## config.mk

```make
export PLATFORM = sky130hd
export DESIGN_NAME = meter_disp_drv
export DESIGN_NICKNAME = d
export VERILOG_FILES = /design/src/rtl/meter_disp_pkg.sv /design/src/rtl/meter_scan_addr.sv /design/src/rtl/meter_digit_pick.sv /design/src/rtl/meter_seg_decode.sv /design/src/rtl/meter_disp_drv.sv
export SDC_FILE = /design/constraint.sdc
export NUM_CORES = 1
export LEC_CHECK = 0
export ABC_AREA = 1
export BUFFER_PORTS_ARGS = -buffer_cell sky130_fd_sc_hd__buf_2
export CAP_MARGIN = 20
export CORE_ASPECT_RATIO = 1.4
export CORE_UTILIZATION = 48
export CTS_CLUSTER_DIAMETER = 30
export DETAILED_ROUTE_END_ITERATION = 8
export PLACE_DENSITY = 0.84
export SYNTH_ARGS = -nofsm -noshare
export SYNTH_HDL_FRONTEND = slang
export SYNTH_SLANG_ARGS = --single-unit
```

## constraint.sdc

```tcl
create_clock -name clk -period 3.75 [get_ports clk]
set_input_delay 0.1875 -clock clk [delete_from_list [all_inputs] [get_ports clk]]
set_output_delay 0.1875 -clock clk [all_outputs]
set_load 0.05 [all_outputs]
```

## src/rtl/meter_disp_pkg.sv

```systemverilog
package meter_disp_pkg;

    localparam int FIELD_DIGITS = 4;
    localparam int NUM_FIELDS   = 2;
    localparam int NUM_DIGITS   = FIELD_DIGITS * NUM_FIELDS;
    localparam int ADDR_W       = $clog2(NUM_DIGITS);
    localparam int NIB_W        = 4;
    localparam int FIELD_W      = FIELD_DIGITS * NIB_W;
    localparam int SEG_W        = 7;

    typedef logic [ADDR_W-1:0] addr_t;
    typedef logic [NIB_W-1:0]  nib_t;
    typedef logic [SEG_W-1:0]  segs_t;

    typedef enum logic {
        FIELD_DIST = 1'b0,
        FIELD_FARE = 1'b1
    } field_e;

    // one selected digit on its way to the decoder
    typedef struct packed {
        nib_t bcd;
        logic dp;
    } digit_pick_t;

    // decoded drive for the shared segment lines
    typedef struct packed {
        segs_t seg;
        logic  dp;
    } seg_drive_t;

    // bit 6 = a ... bit 0 = g; values above 9 blank
    function automatic segs_t bcd_to_segs(input nib_t v);
        segs_t s;
        case (v)
            4'd0:    s = 7'b111_1110;
            4'd1:    s = 7'b011_0000;
            4'd2:    s = 7'b110_1101;
            4'd3:    s = 7'b111_1001;
            4'd4:    s = 7'b011_0011;
            4'd5:    s = 7'b101_1011;
            4'd6:    s = 7'b101_1111;
            4'd7:    s = 7'b111_0000;
            4'd8:    s = 7'b111_1111;
            4'd9:    s = 7'b111_1011;
            default: s = '0;
        endcase
        return s;
    endfunction

    // position (0 = leftmost) of the digit carrying the decimal point
    function automatic int dp_slot(input int frac_digits);
        return FIELD_DIGITS - 1 - frac_digits;
    endfunction

endpackage

```

## src/rtl/meter_scan_addr.sv

```systemverilog
module meter_scan_addr
    import meter_disp_pkg::*;
(
    input  logic  clk,
    input  logic  rst,
    input  logic  scan_en,
    output addr_t addr
);
    localparam addr_t LAST = addr_t'(NUM_DIGITS - 1);

    addr_t addr_q;

    always_ff @(posedge clk) begin
        if (rst)
            addr_q <= '0;
        else if (scan_en)
            addr_q <= (addr_q == LAST) ? '0 : addr_q + 1'b1;
    end

    assign addr = addr_q;


    reset_zero_chk: assert property (@(posedge clk) rst |=> (addr_q == '0));


    step_one_chk: assert property (@(posedge clk) disable iff (rst)
        (scan_en && addr_q != LAST) |=> (addr_q == $past(addr_q) + 1'b1));


    hold_addr_chk: assert property (@(posedge clk) disable iff (rst)
        !scan_en |=> $stable(addr_q));


    wrap_last_chk: assert property (@(posedge clk) disable iff (rst)
        (scan_en && addr_q == LAST) |=> (addr_q == '0));

endmodule

```

## src/rtl/meter_digit_pick.sv

```systemverilog
module meter_digit_pick
    import meter_disp_pkg::*;
#(
    parameter int DIST_FRAC = 2,
    parameter int FARE_FRAC = 1
) (
    input  addr_t                  addr,
    input  logic [FIELD_W-1:0]     dist_bcd,
    input  logic [FIELD_W-1:0]     fare_bcd,
    output digit_pick_t            pick,
    output logic [NUM_DIGITS-1:0]  dig_n
);
    nib_t                  slot_bcd [NUM_DIGITS];
    logic [NUM_DIGITS-1:0] slot_dp;

    for (genvar k = 0; k < NUM_DIGITS; k++) begin : g_slot
        localparam field_e FLD  = (k / FIELD_DIGITS == 0) ? FIELD_DIST : FIELD_FARE;
        localparam int     POS  = k % FIELD_DIGITS;
        localparam int     NIB  = FIELD_DIGITS - 1 - POS;
        localparam int     DPAT = dp_slot((FLD == FIELD_DIST) ? DIST_FRAC : FARE_FRAC);

        if (FLD == FIELD_DIST) begin : g_dist
            assign slot_bcd[k] = dist_bcd[NIB*NIB_W +: NIB_W];
        end else begin : g_fare
            assign slot_bcd[k] = fare_bcd[NIB*NIB_W +: NIB_W];
        end

        assign slot_dp[k] = (POS == DPAT);
        assign dig_n[k]   = (addr != addr_t'(k));
    end

    always_comb begin
        pick.bcd = slot_bcd[addr];
        pick.dp  = slot_dp[addr];
    end

endmodule

```

## src/rtl/meter_seg_decode.sv

```systemverilog
module meter_seg_decode
    import meter_disp_pkg::*;
(
    input  digit_pick_t pick,
    output seg_drive_t  drive
);
    always_comb begin
        drive.seg = bcd_to_segs(pick.bcd);
        drive.dp  = pick.dp;
    end
endmodule

```

## src/rtl/meter_disp_drv.sv

```systemverilog
module meter_disp_drv
    import meter_disp_pkg::*;
#(
    parameter int DIST_FRAC = 2,
    parameter int FARE_FRAC = 1
) (
    input  logic                  clk,
    input  logic                  rst,
    input  logic                  scan_en,
    input  logic [FIELD_W-1:0]    dist_bcd,
    input  logic [FIELD_W-1:0]    fare_bcd,
    output logic [SEG_W-1:0]      seg,
    output logic                  dp,
    output logic [NUM_DIGITS-1:0] dig_n
);
    localparam addr_t DIST_DP_ADDR = addr_t'(dp_slot(DIST_FRAC));
    localparam addr_t FARE_DP_ADDR = addr_t'(FIELD_DIGITS + dp_slot(FARE_FRAC));

    addr_t       addr;
    digit_pick_t pick;
    seg_drive_t  drive;

    meter_scan_addr u_scan (
        .clk     (clk),
        .rst     (rst),
        .scan_en (scan_en),
        .addr    (addr)
    );

    meter_digit_pick #(
        .DIST_FRAC (DIST_FRAC),
        .FARE_FRAC (FARE_FRAC)
    ) u_pick (
        .addr     (addr),
        .dist_bcd (dist_bcd),
        .fare_bcd (fare_bcd),
        .pick     (pick),
        .dig_n    (dig_n)
    );

    meter_seg_decode u_dec (
        .pick  (pick),
        .drive (drive)
    );

    assign seg = drive.seg;
    assign dp  = drive.dp;


    one_low_chk: assert property (@(posedge clk) disable iff (rst)
        $countones(~dig_n) == 1);


    sel_matches_addr_chk: assert property (@(posedge clk) disable iff (rst)
        dig_n[addr] == 1'b0);


    blank_code_chk: assert property (@(posedge clk) disable iff (rst)
        (pick.bcd > 4'd9) |-> (seg == '0));


    dp_place_chk: assert property (@(posedge clk) disable iff (rst)
        dp |-> (addr == DIST_DP_ADDR || addr == FARE_DP_ADDR));

endmodule

```

==> results.py, run 1 <==
metrics = {
    "status": {
        "outcome": "completed",
    },
    "cts": {
        "cts_buffer_depth": 2,
        "cts_tree": "built",
        "post_cts_buffers": 0,
        "cts_buffers": 3,
        "cts-root-buf": "clkbuf_4",
        "post_cts_resize_count": 0,
        "worstSkewPairLatency_ps": 240,
        "cts_hold_buf": 0,
        "cts_sinks": 4,
        "clk_pin_slew_ps": 40,
        "htreeDepth": 1,
    },
    "synthesis": {
        "seq_area_frac_synth_pct": 8.77,
        "yosys.area.top_type": "nand2_1",
        "yosys.area.top_type_share_pct": 20.5,
        "synthTopCellsByArea": "nand2_1, ha_1, inv_1",
        "ys.flop_type": "dfxtp_1",
        "syn-cell-area_um2": 913,
        "syn_inst": 153,
        "yosysWarnings": 0,
        "synth-async-reset-ratio_pct": 0,
        "synth_edf_count": 0,
        "avgSynthCellArea_um2": 5.97,
        "synth_nets": 200,
        "yosysUniqueCellTypes": 23,
        "ys_ff_latch": 4,
    },
    "global_routing": {
        "grt_max_degree": 22,
        "grt_use_total_pct": 23.9,
        "grt_pass1_vias": 901,
        "gr-total-overflow": 0,
        "grt_pass1_wl_um": 3570,
        "antenna_found_initial": 0,
    },
    "die": {
        "die-area_um2": 2080,
        "die_h_um": 53.6,
        "die_w_um": 38.9,
        "num_rows": 18,
        "initial_utilization_pct": 51.3,
        "num_io_pins": 51,
        "coreArea_um2": 1780,
    },
    "sta": {
        "period_share_pct": 77.1,
        "hold_viol_final": 0,
        "fmax_mhz": 346,
        "slew_violations": 0,
        "slew_headroom_pct": 48.3,
        "setup-tns-final_ps": 0,
        "setup_violations": 0,
        "grt_setup_unrepaired": "no",
        "fin_crit_ps": 2890,
        "tightest_slew_ps": 774,
        "fin_worst_skew_ps": 0.0520,
        "fin_ws_ps": 859,
    },
    "critical_path": {
        "reg2reg_setup_slack_ps": 1790,
        "rr_worst_depth": 5,
        "cpMaxStageDelayCell": "dfxtp_1",
        "cp_cell_sequence": "o21ai_0 > o22ai_1 > inv_1 > o21ai_1 > inv_1 > ha_1 > nand3_1 > nand2_1 > nand2_1 > nand2_1 > buf_2",
        "r2r-end": "dp",
        "worst-path-stages": 11,
        "crit_path_max_fanout": 21,
        "crit_required_ps": 3560,
        "crit_type": "flop to output pin",
        "endpoint_kind": "output pin",
        "worstSetupStartpointType": "flop",
        "crit_buf_inv": 3,
        "crit_path_max_incr_delay_ps": 810,
        "critical_path_arrival_ps": 2700,
        "crit_top_cell": "nand2_1",
        "r2r-start": "u_scan.addr[0]",
        "cp_top_family": "flip-flops",
    },
    "pwr": {
        "power_frac_seq_pct": 14.5,
        "p_clk_share_pct": 13.9,
        "ir_drop_uv": 261,
        "swShare_pct": 58.9,
        "p_switching_w": 0.000236,
        "p_leak_nw": 0.716,
        "powerDensity_nw_per_um2": 344,
        "p_int_w": 0.000165,
        "comb_power_share_pct": 71.6,
    },
    "hold_path": {
        "hold-path-endpoint": "u_scan.addr[0]",
        "hold_class": "input port to flop",
        "hold-path-cell-count": 2,
        "min_from": "rst",
    },
    "routing": {
        "vias_per_cell": 4.81,
        "wl_um": 2240,
        "drt-initial-drc-count": 13,
        "antenna_left": 0,
        "post_drt_wl_per_cell_um": 10.1,
        "drt_pass1_iterations": 6,
        "drc": 0,
        "dr_total_vias": 1063,
    },
    "final_layout": {
        "area_growth_pct": 27.5,
        "drive_gt1_share_pct": 35.8,
        "final_area_um2": 1160,
        "final_cell_mix": "nand2_1, buf_2, inv_1, nor2_1, ha_1",
        "diodes": 0,
        "fin_nets": 250,
    },
    "place": {
        "post-place-ws_ps": 1110,
        "port_buffers": 50,
        "placed_cell_area_um2": 1140,
        "place.gp.congestion": 0.756,
        "dp_hpwl_um": 1790,
    },
    "flow_run": {
        "drv_cap": 0,
    },
}
## worst max-delay path by stage
stage | from | to | slack [ps]
after global placement | u_scan.addr[0] | seg[3] | 1270
after CTS | u_scan.addr[0] | seg[3] | 850
after global routing | u_scan.addr[0] | seg[3] | 580
after detailed placement | u_scan.addr[0] | seg[3] | 1110
final | u_scan.addr[0] | seg[3] | 860
after floorplan | u_scan.addr[0] | seg[3] | 1570
## cell usage after synthesis, types with 3 or more instances
library cell and n:
buf_6 3, ha_1 12, nand3_1 7, nand3_2 3, nand3_4 3, nand2_2 5, dfxtp_1 4, inv_1 24
o21ai_1 7, nand2_1 50, o21ai_0 5, nor2_1 14
## logic make-up (layout without fill, tap and decap cells)
group                      after synthesis  count (layout)  synth area share [%]
and+or+nand+nor                         89              89                  48.6
buffers and inverters                   33              81                  17.4
AOI/OAI and AO/OA                       15              15                  8.77
adders and majority gates               12              12                  16.4
DFF                                      4               4                  8.77
## stage by stage
stage | total power, W | util, % | cells | hold WS, ps
detailed placement | 0.000347 | 64.2 | 218 | 403
finish | 0.000401 | 65.5 | 221 | 161
global placement | 0.000339 | 64.2 | 218 | 397
CTS | 0.000405 | 65.5 | 221 | 152
floorplan | 0.000287 | - | 153 | 261
global route | 0.000436 | 65.5 | 221 | 160
## routing by layer
layer | up-vias | track usage, % | wire length, um
li1 | 567 | - | -
met1 | 463 | 25.0 | 893
met2 | 31 | 46.7 | 1270
met3 | 2 | 2.48 | 60
met4 | 0 | 8.62 | 17
met5 | - | 0 | 0
## registers in the layout (all words and copies together), names as in the netlist
register / cells
u_scan.addr: 3
dp: 1
## power groups by stage
stage | logic [W] | registers [W] | clock network, W
after detailed placement | 0.000288 | 0.0000588 | 0
after global placement | 0.000281 | 0.0000584 | 0
final | 0.000287 | 0.0000583 | 0.0000556
after floorplan | 0.000234 | 0.0000529 | 0
after global routing | 0.000316 | 0.0000597 | 0.0000606
after CTS | 0.000289 | 0.0000582 | 0.0000579
## cell type report
class	count	area [um^2]
sequential	4	80.1
multi-input combinational	116	674
clock buffer	3	22.5
fill	171	614
timing repair buffer	50	250
tap	20	25.0
inverter	28	113
Power figures use the tool's default switching activity.
==> run 2, diff against run 1 <==
CORE_UTILIZATION = 44   (was 48)
PLACE_DENSITY = 0.78   (was 0.84)
clock period = 2.84 ns   (was 3.75 ns; I/O delays follow)
==> results.py, run 2 (synthesized netlist as in run 1, its figures left out) <==
metrics = {
    "pwr": {
        "p_leak_nw": 0.726,
        "p_clk_share_pct": 13.6,
        "ir_drop_uv": 339,
        "powerDensity_nw_per_um2": 450,
        "p_int_w": 0.000221,
        "swShare_pct": 58.4,
        "comb_power_share_pct": 73.0,
        "p_total_w": 0.000532,
        "power_frac_seq_pct": 13.4,
        "p_switching_w": 0.000311,
    },
    "sta": {
        "fin_crit_ps": 2490,
        "period_share_pct": 87.5,
        "hold_viol_final": 0,
        "tightest_slew_ps": 405,
        "slew_violations": 0,
        "setup_violations": 0,
        "slew_headroom_pct": 72.9,
        "setup-tns-final_ps": 0,
        "fmax_mhz": 402,
        "fin_worst_skew_ps": 2.38,
        "grt_setup_unrepaired": "no",
    },
    "cts": {
        "post_cts_buffers": 0,
        "cts_sinks": 4,
        "cts_hold_buf": 0,
        "cts_buffer_depth": 2,
        "htreeDepth": 1,
        "cts-root-buf": "clkbuf_4",
        "cts_tree": "built",
        "cts_buffers": 3,
        "post_cts_resize_count": 0,
        "clk_pin_slew_ps": 40,
        "worstSkewPairLatency_ps": 240,
    },
    "final_layout": {
        "nFillCells": 191,
        "diodes": 0,
        "drive_gt1_share_pct": 36.5,
        "largest_reg_flops": 3,
        "area_growth_pct": 29.3,
        "multi_input_area_um2": 674,
        "final_cell_mix": "nand2_1, buf_2, inv_1, nor2_1, ha_1",
        "fin_nets": 252,
        "seq_area_um2": 80.1,
        "fin_cells": 224,
    },
    "routing": {
        "dr_total_vias": 1062,
        "drt_pass1_iterations": 4,
        "drc": 0,
        "antenna_left": 0,
        "drt-initial-drc-count": 12,
        "post_drt_wl_per_cell_um": 9.58,
        "vias_per_cell": 4.74,
        "wl_um": 2150,
    },
    "die": {
        "num_rows": 19,
        "num_io_pins": 51,
        "die-area_um2": 2260,
        "die_h_um": 55.9,
        "die_w_um": 40.5,
        "initial_utilization_pct": 46.9,
        "coreArea_um2": 1950,
    },
    "place": {
        "port_buffers": 50,
        "place.gp.congestion": 0.749,
        "dp_hpwl_um": 1770,
        "placed_cells": 221,
    },
    "critical_path": {
        "crit_type": "flop to output pin",
        "endpoint_kind": "output pin",
        "crit_required_ps": 2700,
        "worstSetupStartpointType": "flop",
        "rr_worst_depth": 6,
        "reg2reg_setup_slack_ps": 950,
        "critical_path_arrival_ps": 2340,
        "crit_path_max_fanout": 10,
    },
    "status": {
        "outcome": "completed",
    },
    "global_routing": {
        "gr-total-overflow": 0,
        "grt_max_degree": 19,
        "grt_pass1_vias": 936,
        "grt_use_total_pct": 21.8,
        "antenna_found_initial": 0,
        "grt_pass1_wl_um": 3640,
    },
    "hold_path": {
        "hold-path-cell-count": 2,
        "hold_class": "input port to flop",
    },
    "flow_run": {
        "drv_cap": 0,
    },
}
-- run 2: metal layers --
layer | part of all wire, % | wire length (um) | GRT usage, %
met2 | 56 | 1190 | 39.5
met5 | 0 | 0 | 0
met4 | 0.42 | 9 | 7.14
met3 | 3.0 | 65 | 2.40
met1 | 41 | 876 | 23.9
-- run 2: area by class of cell --
| class | instances | area share, % |
|---|---|---|
| Inverter | 28 | 9.53 |
| Tap cell | 21 | 2.22 |
| Timing Repair Buffer | 52 | 22.5 |
| Multi-Input combinational cell | 116 | 57.1 |
| Clock buffer | 3 | 1.91 |
| Sequential cell | 4 | 6.78 |
-- run 2: metrics by stage --
step                hold WS (ps)  worst slack [ps]  util [%]  cell area, um^2
global route                 114               120      60.6             1180
detailed placement           350               576      59.4             1160
global placement             348               658      59.4             1160
CTS                          104               321      60.6             1180
floorplan                    215               701         -              913
finish                       114               355      60.6             1180
-- run 2: worst max-delay path: stages (launching register included) --
cell and delay, ps:
dfxtp_1 390, inv_2 210, o21ai_0 120, o22ai_1 110, inv_1 50, o21ai_1 240, inv_1 150, ha_1 300
nand3_1 100, nand2_1 90, nand2_1 50, nand2_1 40, buf_2 250
-- run 2: worst paths after layout --
check | start | to
max | u_scan.addr[1] | seg[3]
min | rst | u_scan.addr[0]
max reg2reg | u_scan.addr[0] | dp
min reg2reg | u_scan.addr[1] | u_scan.addr[1]
-- run 2: power by group through the flow --
stage          sequential [W]  combinational (W)  clock [W]
6_report            0.0000713           0.000388  0.0000721
5_1_grt             0.0000727           0.000429  0.0000793
4_1_cts             0.0000714           0.000392  0.0000752
3_5_place_dp        0.0000724           0.000390          0
3_3_place_gp        0.0000719           0.000381          0
2_1_floorplan       0.0000699           0.000310          0
==> run 3, diff against run 2 <==
CORE_ASPECT_RATIO = 0.8   (was 1.4)
==> results.py, run 3 (synthesized netlist as in run 1, its figures left out) <==
metrics = {
    "status": {
        "outcome": "completed",
    },
    "final_layout": {
        "drive_gt1_share_pct": 36.1,
        "largest_reg_flops": 3,
        "final_cell_mix": "nand2_1, buf_2, inv_1, nor2_1, ha_1",
        "diodes": 0,
        "fin_nets": 251,
        "area_growth_pct": 28.9,
    },
    "critical_path": {
        "crit_type": "flop to output pin",
        "crit_buf_inv": 3,
        "crit_top_cell": "nand2_1",
        "cpMaxStageDelayCell": "dfxtp_1",
        "cp_top_family": "flip-flops",
        "cp_cell_sequence": "o21ai_0 > o22ai_1 > inv_1 > o21ai_1 > inv_1 > ha_1 > nand3_1 > nand2_1 > nand2_1 > nand2_1 > buf_2",
        "crit_path_max_incr_delay_ps": 600,
        "crit_required_ps": 2700,
        "critical_path_arrival_ps": 2420,
        "crit_path_max_fanout": 12,
        "worstSetupStartpointType": "flop",
        "endpoint_kind": "output pin",
    },
    "routing": {
        "drt-initial-drc-count": 12,
        "drc": 0,
        "drt_pass1_iterations": 4,
        "post_drt_wl_per_cell_um": 10.2,
        "antenna_left": 0,
        "vias_per_cell": 4.76,
        "dr_total_vias": 1075,
        "wl_um": 2310,
    },
    "global_routing": {
        "grt_pass1_vias": 989,
        "grt_pass1_wl_um": 3860,
        "antenna_found_initial": 0,
        "gr-total-overflow": 0,
        "grt_max_degree": 19,
        "grt_use_total_pct": 21.8,
    },
    "sta": {
        "fmax_mhz": 390,
        "period_share_pct": 90.3,
        "slew_violations": 0,
        "grt_setup_unrepaired": "no",
        "fin_worst_skew_ps": 5.01,
        "hold_viol_final": 0,
        "hold_slack_ps": 120,
        "setup-tns-final_ps": 0,
        "tightest_slew_ps": 461,
        "slew_headroom_pct": 69.2,
        "setup_violations": 0,
        "fin_crit_ps": 2570,
    },
    "cts": {
        "post_cts_buffers": 0,
        "cts_sinks": 4,
        "worstSkewPairLatency_ps": 230,
        "htreeDepth": 1,
        "cts_hold_buf": 0,
        "cts_tree": "built",
        "clk_pin_slew_ps": 40,
        "cts-root-buf": "clkbuf_4",
        "cts_buffers": 3,
        "cts_buffer_depth": 2,
        "post_cts_resize_count": 0,
    },
    "hold_path": {
        "hold_class": "input port to flop",
    },
    "die": {
        "num_io_pins": 51,
        "die-area_um2": 2260,
        "coreArea_um2": 1910,
        "die_w_um": 52.9,
        "num_rows": 14,
        "die_h_um": 42.8,
        "initial_utilization_pct": 47.8,
    },
    "pwr": {
        "p_leak_nw": 0.721,
        "ir_drop_uv": 253,
        "powerDensity_nw_per_um2": 453,
    },
    "flow_run": {
        "drv_cap": 0,
    },
    "place": {
        "place.gp.congestion": 0.810,
        "dp_hpwl_um": 1850,
        "port_buffers": 50,
    },
}
-- run 3: changes by cell type in the layout (fill, tap and decap cells not counted), sizes merged --
cell and change:
buf -1
-- run 3: worst paths after layout --
kind / from / end / slack (ps) / cells after the start
setup reg to reg: u_scan.addr[0] / dp / 1020 / 6
hold / removal: rst / u_scan.addr[0] / 120 / 2
setup / recovery: u_scan.addr[1] / seg[3] / 270 / 11
hold reg to reg: u_scan.addr[2] / u_scan.addr[2] / 690 / 2
-- run 3: metal layers --
| layer | share of wire [%] | global-route usage (%) | vias to the layer above |
|---|---|---|---|
| li1 | - | - | 564 |
| met1 | 47 | 28.1 | 451 |
| met2 | 45 | 39.2 | 58 |
| met3 | 8.5 | 0.717 | 2 |
| met4 | 0.39 | 5.26 | 0 |
| met5 | 0 | 0 | - |
-- run 3: where the power goes --
group          internal, W  leakage (nW)  switching, W  total [W]
combinational     0.000111         0.674      0.000278   0.000389
sequential       0.0000613        0.0332     0.0000112  0.0000725
clock            0.0000474        0.0138     0.0000250  0.0000724
total             0.000220         0.721      0.000314   0.000534
-- run 3: area by class of cell --
cell class	instances	area, um^2
timing repair buffer	51	258
multi-input combinational	116	674
tap	24	30.0
sequential	4	80.1
clock buffer	3	22.5
fill	190	732
inverter	28	113
-- run 3: per-stage QoR --
step	area [um^2]	instances	setup WS, ps	util [%]	total power (W)
CTS	1180	226	251	61.7	0.000536
detailed placement	1150	223	492	60.5	0.000463
global route	1180	226	56.0	61.7	0.000573
finish	1180	226	274	61.7	0.000534
global placement	1150	223	572	60.5	0.000456
floorplan	913	153	701	-	0.000379
